$ cat src/rtl/fu_pkg.sv
package fu_pkg;
  localparam int FU_DATA_W_DEF   = 32;
  localparam int FU_REG_W_DEF    = 5;
  localparam int FU_EXEC_LAT_DEF = 2;

  typedef enum logic [1:0] {
    PH_IDLE = 2'd0,
    PH_WAIT = 2'd1,
    PH_EXEC = 2'd2,
    PH_DONE = 2'd3
  } fu_phase_e;
endpackage

$ cat src/rtl/fu_sr_flag.sv
module fu_sr_flag (
  input  logic clk,
  input  logic rst_n,
  input  logic set_i,
  input  logic clr_i,
  output logic q_o
);
  always_ff @(posedge clk or negedge rst_n) begin
    if (!rst_n)     q_o <= 1'b0;
    else if (set_i) q_o <= 1'b1;
    else if (clr_i) q_o <= 1'b0;
  end

  AST_SET_WINS: assert property (@(posedge clk) disable iff (!rst_n)
    set_i |=> q_o);
  AST_CLR_ALONE: assert property (@(posedge clk) disable iff (!rst_n)
    clr_i && !set_i |=> !q_o);
endmodule

$ cat src/rtl/fu_operand_slot.sv
module fu_operand_slot #(
  parameter int DATA_W = fu_pkg::FU_DATA_W_DEF,
  parameter int REG_W  = fu_pkg::FU_REG_W_DEF
) (
  input  logic              clk,
  input  logic              rst_n,
  input  logic              fresh_i,
  input  logic              track_i,
  input  logic [REG_W-1:0]  match_sel_i,
  input  logic              load_i,
  input  logic [DATA_W-1:0] load_data_i,
  input  logic              clr_i,
  input  logic              wb_valid_i,
  input  logic [REG_W-1:0]  wb_sel_i,
  input  logic [DATA_W-1:0] wb_data_i,
  output logic              valid_o,
  output logic [DATA_W-1:0] data_o,
  output logic              cap_o
);
  function automatic logic sel_hit(input logic [REG_W-1:0] want,
                                   input logic [REG_W-1:0] seen);
    return (want ^ seen) == '0;
  endfunction

  assign cap_o = track_i && wb_valid_i && sel_hit(match_sel_i, wb_sel_i)
                 && (fresh_i || !valid_o);

  fu_sr_flag u_valid (
    .clk   (clk),
    .rst_n (rst_n),
    .set_i (cap_o),
    .clr_i (clr_i),
    .q_o   (valid_o)
  );

  always_ff @(posedge clk or negedge rst_n) begin
    if (!rst_n)      data_o <= '0;
    else if (load_i) data_o <= load_data_i;
    else if (cap_o)  data_o <= wb_data_i;
  end

  AST_OPERAND_HELD: assert property (@(posedge clk) disable iff (!rst_n)
    valid_o && !clr_i && !fresh_i && !load_i |=> $stable(data_o));
  AST_CAPTURE_TAKES: assert property (@(posedge clk) disable iff (!rst_n)
    cap_o && !load_i |=> valid_o && data_o == $past(wb_data_i));
endmodule

$ cat src/rtl/fu_exec_timer.sv
module fu_exec_timer #(
  parameter int DATA_W   = fu_pkg::FU_DATA_W_DEF,
  parameter int EXEC_LAT = fu_pkg::FU_EXEC_LAT_DEF
) (
  input  logic              clk,
  input  logic              rst_n,
  input  logic              start_i,
  input  logic              clr_i,
  input  logic [DATA_W-1:0] op_a_i,
  input  logic [DATA_W-1:0] op_b_i,
  output logic              running_o,
  output logic              done_o,
  output logic [DATA_W-1:0] result_o
);
  localparam int CNT_W = (EXEC_LAT < 2) ? 1 : $clog2(EXEC_LAT);
  localparam logic [CNT_W-1:0] LAST = CNT_W'(EXEC_LAT - 1);

  function automatic logic [DATA_W-1:0] add_ops(input logic [DATA_W-1:0] a,
                                                input logic [DATA_W-1:0] b);
    return a + b;
  endfunction

  logic [CNT_W-1:0] cnt_q;
  logic             finish_w;

  assign finish_w = running_o && !done_o && (cnt_q == LAST);

  fu_sr_flag u_run (
    .clk   (clk),
    .rst_n (rst_n),
    .set_i (start_i),
    .clr_i (clr_i),
    .q_o   (running_o)
  );

  fu_sr_flag u_done (
    .clk   (clk),
    .rst_n (rst_n),
    .set_i (finish_w),
    .clr_i (clr_i),
    .q_o   (done_o)
  );

  always_ff @(posedge clk or negedge rst_n) begin
    if (!rst_n)                    cnt_q <= '0;
    else if (clr_i || start_i)     cnt_q <= '0;
    else if (running_o && !done_o) cnt_q <= cnt_q + 1'b1;
  end

  always_ff @(posedge clk or negedge rst_n) begin
    if (!rst_n)       result_o <= '0;
    else if (start_i) result_o <= add_ops(op_a_i, op_b_i);
  end

  AST_RESULT_FROZEN: assert property (@(posedge clk) disable iff (!rst_n)
    done_o && !clr_i |=> $stable(result_o));
  AST_DONE_NEEDS_RUN: assert property (@(posedge clk) disable iff (!rst_n)
    done_o |-> running_o);
endmodule

$ cat src/rtl/fu_operand_tracker.sv
module fu_operand_tracker #(
  parameter int DATA_W   = fu_pkg::FU_DATA_W_DEF,
  parameter int REG_W    = fu_pkg::FU_REG_W_DEF,
  parameter int EXEC_LAT = fu_pkg::FU_EXEC_LAT_DEF
) (
  input  logic              clk,
  input  logic              rst_n,
  input  logic              issue_i,
  input  logic [REG_W-1:0]  iss_dst_i,
  input  logic [REG_W-1:0]  iss_src_a_i,
  input  logic [REG_W-1:0]  iss_src_b_i,
  input  logic              iss_imm_en_i,
  input  logic [DATA_W-1:0] iss_imm_i,
  input  logic              wb_valid_i,
  input  logic [REG_W-1:0]  wb_sel_i,
  input  logic [DATA_W-1:0] wb_data_i,
  input  logic              retire_i,
  output logic              busy_o,
  output logic              rel_req_o,
  output logic [REG_W-1:0]  dst_o,
  output logic [REG_W-1:0]  wb_sel_o,
  output logic [DATA_W-1:0] wb_data_o
);
  import fu_pkg::*;

  logic              busy_q, imm_q;
  logic              issue_fire, retire_fire, start_w;
  logic [REG_W-1:0]  dst_q, src_a_q, src_b_q;
  logic [REG_W-1:0]  sel_a_w, sel_b_w;
  logic              track_a_w, track_b_w;
  logic              a_valid, b_valid, a_cap, b_cap;
  logic [DATA_W-1:0] a_data, b_data, result_w;
  logic              op_a_ok, op_b_ok;
  logic              running_w, done_w;
  fu_phase_e         phase_w;

  assign retire_fire = retire_i && done_w;
  assign issue_fire  = issue_i && (!busy_q || retire_fire);

  fu_sr_flag u_busy (
    .clk   (clk),
    .rst_n (rst_n),
    .set_i (issue_fire),
    .clr_i (retire_fire),
    .q_o   (busy_q)
  );

  fu_sr_flag u_imm (
    .clk   (clk),
    .rst_n (rst_n),
    .set_i (issue_fire && iss_imm_en_i),
    .clr_i (retire_fire),
    .q_o   (imm_q)
  );

  always_ff @(posedge clk or negedge rst_n) begin
    if (!rst_n) begin
      dst_q   <= '0;
      src_a_q <= '0;
      src_b_q <= '0;
    end else if (issue_fire) begin
      dst_q   <= iss_dst_i;
      src_a_q <= iss_src_a_i;
      src_b_q <= iss_src_b_i;
    end
  end

  assign sel_a_w   = issue_fire ? iss_src_a_i : src_a_q;
  assign sel_b_w   = issue_fire ? iss_src_b_i : src_b_q;
  assign track_a_w = issue_fire ? !iss_imm_en_i : (busy_q && !imm_q);
  assign track_b_w = issue_fire || busy_q;

  fu_operand_slot #(.DATA_W(DATA_W), .REG_W(REG_W)) u_slot_a (
    .clk         (clk),
    .rst_n       (rst_n),
    .fresh_i     (issue_fire),
    .track_i     (track_a_w),
    .match_sel_i (sel_a_w),
    .load_i      (issue_fire && iss_imm_en_i),
    .load_data_i (iss_imm_i),
    .clr_i       (retire_fire),
    .wb_valid_i  (wb_valid_i),
    .wb_sel_i    (wb_sel_i),
    .wb_data_i   (wb_data_i),
    .valid_o     (a_valid),
    .data_o      (a_data),
    .cap_o       (a_cap)
  );

  fu_operand_slot #(.DATA_W(DATA_W), .REG_W(REG_W)) u_slot_b (
    .clk         (clk),
    .rst_n       (rst_n),
    .fresh_i     (issue_fire),
    .track_i     (track_b_w),
    .match_sel_i (sel_b_w),
    .load_i      (1'b0),
    .load_data_i ('0),
    .clr_i       (retire_fire),
    .wb_valid_i  (wb_valid_i),
    .wb_sel_i    (wb_sel_i),
    .wb_data_i   (wb_data_i),
    .valid_o     (b_valid),
    .data_o      (b_data),
    .cap_o       (b_cap)
  );

  assign op_a_ok = a_valid || imm_q;
  assign op_b_ok = b_valid;
  assign start_w = busy_q && op_a_ok && op_b_ok && !running_w && !done_w;

  fu_exec_timer #(.DATA_W(DATA_W), .EXEC_LAT(EXEC_LAT)) u_exec (
    .clk       (clk),
    .rst_n     (rst_n),
    .start_i   (start_w),
    .clr_i     (retire_fire),
    .op_a_i    (a_data),
    .op_b_i    (b_data),
    .running_o (running_w),
    .done_o    (done_w),
    .result_o  (result_w)
  );

  always_comb begin
    if (!busy_q)        phase_w = PH_IDLE;
    else if (done_w)    phase_w = PH_DONE;
    else if (running_w) phase_w = PH_EXEC;
    else                phase_w = PH_WAIT;
  end

  assign busy_o    = busy_q;
  assign rel_req_o = done_w;
  assign dst_o     = dst_q;
  assign wb_sel_o  = retire_fire ? dst_q : '0;
  assign wb_data_o = retire_fire ? result_w : '0;

  AST_ISSUE_TAKES: assert property (@(posedge clk) disable iff (!rst_n)
    issue_i && !busy_o |=> busy_o && dst_o == $past(iss_dst_i));
  AST_ISSUE_IGNORED: assert property (@(posedge clk) disable iff (!rst_n)
    issue_i && busy_o && !retire_i |=> $stable(dst_o));
  AST_IMM_NO_SNOOP: assert property (@(posedge clk) disable iff (!rst_n)
    imm_q && !issue_fire |-> !a_cap);
  AST_REL_NEEDS_OPS: assert property (@(posedge clk) disable iff (!rst_n)
    rel_req_o |-> op_a_ok && op_b_ok);
  AST_REL_HOLDS: assert property (@(posedge clk) disable iff (!rst_n)
    rel_req_o && !retire_i |=> rel_req_o);
  AST_DONE_PHASE_ORDER: assert property (@(posedge clk) disable iff (!rst_n)
    phase_w == PH_DONE |=> phase_w == PH_DONE || phase_w == PH_WAIT || phase_w == PH_IDLE);
  AST_RETIRE_CLEARS: assert property (@(posedge clk) disable iff (!rst_n)
    retire_i && !issue_i |=> !busy_o && !rel_req_o);
  AST_BUS_QUIET: assert property (@(posedge clk) disable iff (!rst_n)
    !retire_i |-> wb_sel_o == '0 && wb_data_o == '0);
  AST_RETIRE_WHEN_DONE: assert property (@(posedge clk) disable iff (!rst_n)
    retire_i |-> rel_req_o);
  AST_BACK_TO_BACK: assert property (@(posedge clk) disable iff (!rst_n)
    retire_i && issue_i |=> busy_o && !rel_req_o);
  AST_B_CAP_ONLY_TRACKED: assert property (@(posedge clk) disable iff (!rst_n)
    b_cap |-> wb_valid_i);
endmodule

$ cat config.mk
export PLATFORM = sky130hd
export DESIGN_NAME = fu_operand_tracker
export DESIGN_NICKNAME = d
export VERILOG_FILES = /design/src/rtl/fu_pkg.sv /design/src/rtl/fu_sr_flag.sv /design/src/rtl/fu_operand_slot.sv /design/src/rtl/fu_exec_timer.sv /design/src/rtl/fu_operand_tracker.sv
export SDC_FILE = /design/constraint.sdc
export NUM_CORES = 1
export LEC_CHECK = 0
export BUFFER_PORTS_ARGS = -buffer_cell sky130_fd_sc_hd__buf_2
export CAP_MARGIN = 20
export CORE_MARGIN = 2
export CORE_UTILIZATION = 51
export DETAILED_ROUTE_END_ITERATION = 16
export MAX_ROUTING_LAYER = met4
export PLACE_DENSITY = 0.77
export RECOVER_POWER = 50
export SYNTH_ARGS = -nofsm -noshare
export SYNTH_HDL_FRONTEND = slang
export SYNTH_HIERARCHICAL = 1
export SYNTH_SLANG_ARGS = --single-unit
$ cat constraint.sdc
create_clock -name clk -period 2.2 [get_ports clk]
set_input_delay 0.33 -clock clk [delete_from_list [all_inputs] [get_ports clk]]
set_output_delay 0.33 -clock clk [all_outputs]
set_load 0.02 [all_outputs]
==> metrics <==
Post-DP HPWL roughly 16 mm; Crit path buffers/inverters 3; critical-path cell list a21bo_4 -> nand2_8 -> mux2_4 -> xor2_4 -> buf_6 -> nor4b_4 -> buf_4 -> clkbuf_16 -> a31oi_1 -> a2bb2oi_1; first-pass GRT wire length around 38 mm; violations in the final reports negative setup slack; crit start category flip-flop; num rows 44; Crit Path Class reg2reg; Clock Sinks between 100 and 150; status finished with violations; Congestion Overflow GR 0; gr usage total a little under a third; drt via density around 6.6; Min Clock Period, post-route between 2 and 3 ns; endpoints failing setup 89; Crit Path Max Fanout 6; max_slew headroom between 40% and 50%; I/O pin count approximately 130; Yosys cell types 63; PwrDens 1569 mW/mm^2; initial antenna violation count 0; Post-Route WL ~28 mm; worst vdd ir between 0.0009 and 0.001 V; fillers between 800 and 900; largest area contributor in the netlist dfrtp_1; Final Cycle Share 117.2%; Async SR Flop Fraction 100.0%; largest net degree at the start of global routing 49; worst-margin pin slew 0.8358 ns; share of the synthesized area in the top cell type 39.78%; total power ~17 mW; RePlAce Congestion approximately 0.96; post-place setup slack -0.3568 ns; vias in the first global route ~7300; Die Footprint 0.01554 sq mm; Clock Path Buffers 2; Mapped Cells between 700 and 800; buffers added on ports around 130; instance count on the critical path 10; Syn. warnings 6; register area share after synthesis between 30% and 40%; endpoint type of the worst setup path flip-flop; H-Tree Depth 4; P_leak between 4 and 5 nW; hold path start iss_dst_i[3]; final core utilization between 70 and 80%; root buffer cell clkbuf_16; final slew viol count 0; reg2reg start u_exec/u_done/q_o; slowest stage delay, CP a little over 0.4 ns; Synth area leaders dfrtp_1 40%, a31oi_1 5.9%, a2bb2oi_1 5.7%; RSZ-0062 raised after global routing true; critical path arrival 2.93 ns; Core Box Area between 0.01 and 0.015 sq mm; FF-to-FF path depth 10; FF-to-FF End u_slot_a/data_o[1]; Fin Hold WS ~0.13 ns; Setup TNS Final -24.68 ns; post-route setup slack -0.3787 ns; Seq cells post-synth about 120; CTS tree yes; max_cap viols 0; DR DRC count 0; # diodes 0; Avg Cell Area, Syn about 9.6 sq um; FMAX approximately 390 MHz; register-to-register setup slack -0.38 ns; Initial Util 51.66%; CP startpoint u_exec/u_done/q_o; drt pass-1 iters 7; Clock Skew ~0.0087 ns; Avg WL per Cell between 20 and 25 microns; NumNets Final 1147; Req. time, crit path between 2 and 3 ns; Die Ht ~120 microns; share of cells above drive strength 1 47.11%; initial DRC count 938; Worst setup endpoint u_slot_a/data_o[1]; top post-synthesis cells by count 118 x dfrtp_1, 70 x a31oi_1, 56 x o21ai_1; most common cell in the synthesized netlist dfrtp_1; Cell Area, Synth between 0.007 and 0.008 sq mm; ANT nets after route 0; ys flop type dfrtp_1; Top delay family on crit path compound AO/OA/AOI/OAI gates; Fin. Hold Viols 0; Slowest-stage cell, CP dfrtp_2; Num CTS Buffers 17; via count approximately 8100; worst skew pair latency approximately 0.43 ns; Syn-to-layout area delta 47.40%; Hold WC Path Type in2reg; Clock transition at path regs ~0.060 ns; die width between 100 and 150 microns; EDFF count, synth 0
cells in the final DEF (no fill, tap or decap), drive strengths merged, types with 3 or more instances in the layout:
| master | instances |
|---|---|
| a211oi | 3 |
| a21o | 18 |
| a21oi | 39 |
| a2bb2oi | 48 |
| a31oi | 71 |
| and2 | 8 |
| and3 | 45 |
| buf | 249 |
| clkbuf | 32 |
| clkinv | 6 |
| clkinvlp | 3 |
| conb | 33 |
| dfrtp | 118 |
| ha | 31 |
| inv | 16 |
| mux2 | 35 |
| nand2 | 23 |
| nand2b | 3 |
| nand3 | 27 |
| nand4 | 7 |
| nor2 | 43 |
| nor3 | 5 |
| o2111ai | 3 |
| o211ai | 6 |
| o21a | 5 |
| o21ai | 84 |
| o21bai | 4 |
| or2 | 3 |
| or4 | 3 |
| or4b | 3 |
| xnor2 | 22 |
| xor2 | 16 |
area by class of cell:
cell class	instances	area [sq um]	share of cell area (%)
clock buffers	23	478.0	4.368
well taps	184	230.2	2.104
multi-input cells	613	5255	48.03
repair buffers	259	1906	17.42
inverters	16	60.06	0.5489
clock inverters	9	52.55	0.4803
flip-flops and latches	118	2960	27.06
metal layers:
layer  vias up  track usage [%]  part of all wire (%)
met5         -                -                     0
met4         0            13.09                   5.6
met3       183            7.045                    10
met2       642            47.28                    46
met1      3870            40.39                    38
li1       3408                -                     -
cell families (layout without fill, tap and decap cells):
family          Yosys count  after routing  synth area share, %
xor+xnor                 38             38                4.686
simple gates            176            178                13.05
mux                      37             37                5.984
compound gates          295            295                26.07
other cells               1             33              0.05052
buf+inv                  78            307                4.888
flops                   118            118                39.78
fa+ha+maj                32             32                5.495
power by group:
part / leakage (nW) / internal, mW / switching [mW]
Combinational: 3.31 / 5.11 / 5.74
Sequential: 1.37 / 3.03 / 0.743
Clock: 0.259 / 1.51 / 1.04
Total: 4.93 / 9.64 / 7.52
worst min path at each step:
stage / cells after the start / slack (ns) / endpoint
2_1_floorplan: 0 / 0.03 / dst_o[0]
3_3_place_gp: 1 / 0.30 / u_slot_a/data_o[3]
3_5_place_dp: 1 / 0.30 / u_slot_b/data_o[1]
4_1_cts: 2 / 0.13 / dst_o[3]
5_1_grt: 2 / 0.13 / dst_o[2]
6_report: 2 / 0.13 / dst_o[3]
worst reg2reg max path, stage by stage (launching register included):
cell       delay [ns]
dfrtp_2          0.41
a21bo_4          0.26
nand2_8          0.11
mux2_4           0.35
xor2_4           0.17
buf_6            0.13
nor4b_4          0.35
buf_4            0.23
clkbuf_16        0.16
a31oi_1          0.13
a2bb2oi_1        0.20
stage by stage:
step           cell area [sq um]  cells
2_1_floorplan               7594    807
3_3_place_gp                9015   1153
3_5_place_dp                9015   1153
4_1_cts                    10140   1201
5_1_grt                    10940   1222
6_report                   10940   1222
registers in the layout, indices dropped and copies added, names as in the netlist, 5 cells and up:
signal	count
u_exec/result_o	32
u_slot_a/data_o	32
u_slot_b/data_o	32
dst_o	5
src_a_q	5
src_b_q	5
timing repair:
action,CTS,global route
endpoints found under the setup margin,91,95
gates resized for setup,95,107
hold endpoints to repair,30,0
hold buffers,1,0
gates cloned,3,8
pin swaps,30,63
buffers inserted,14,15
No activity file was read; power rests on OpenSTA's default activity.
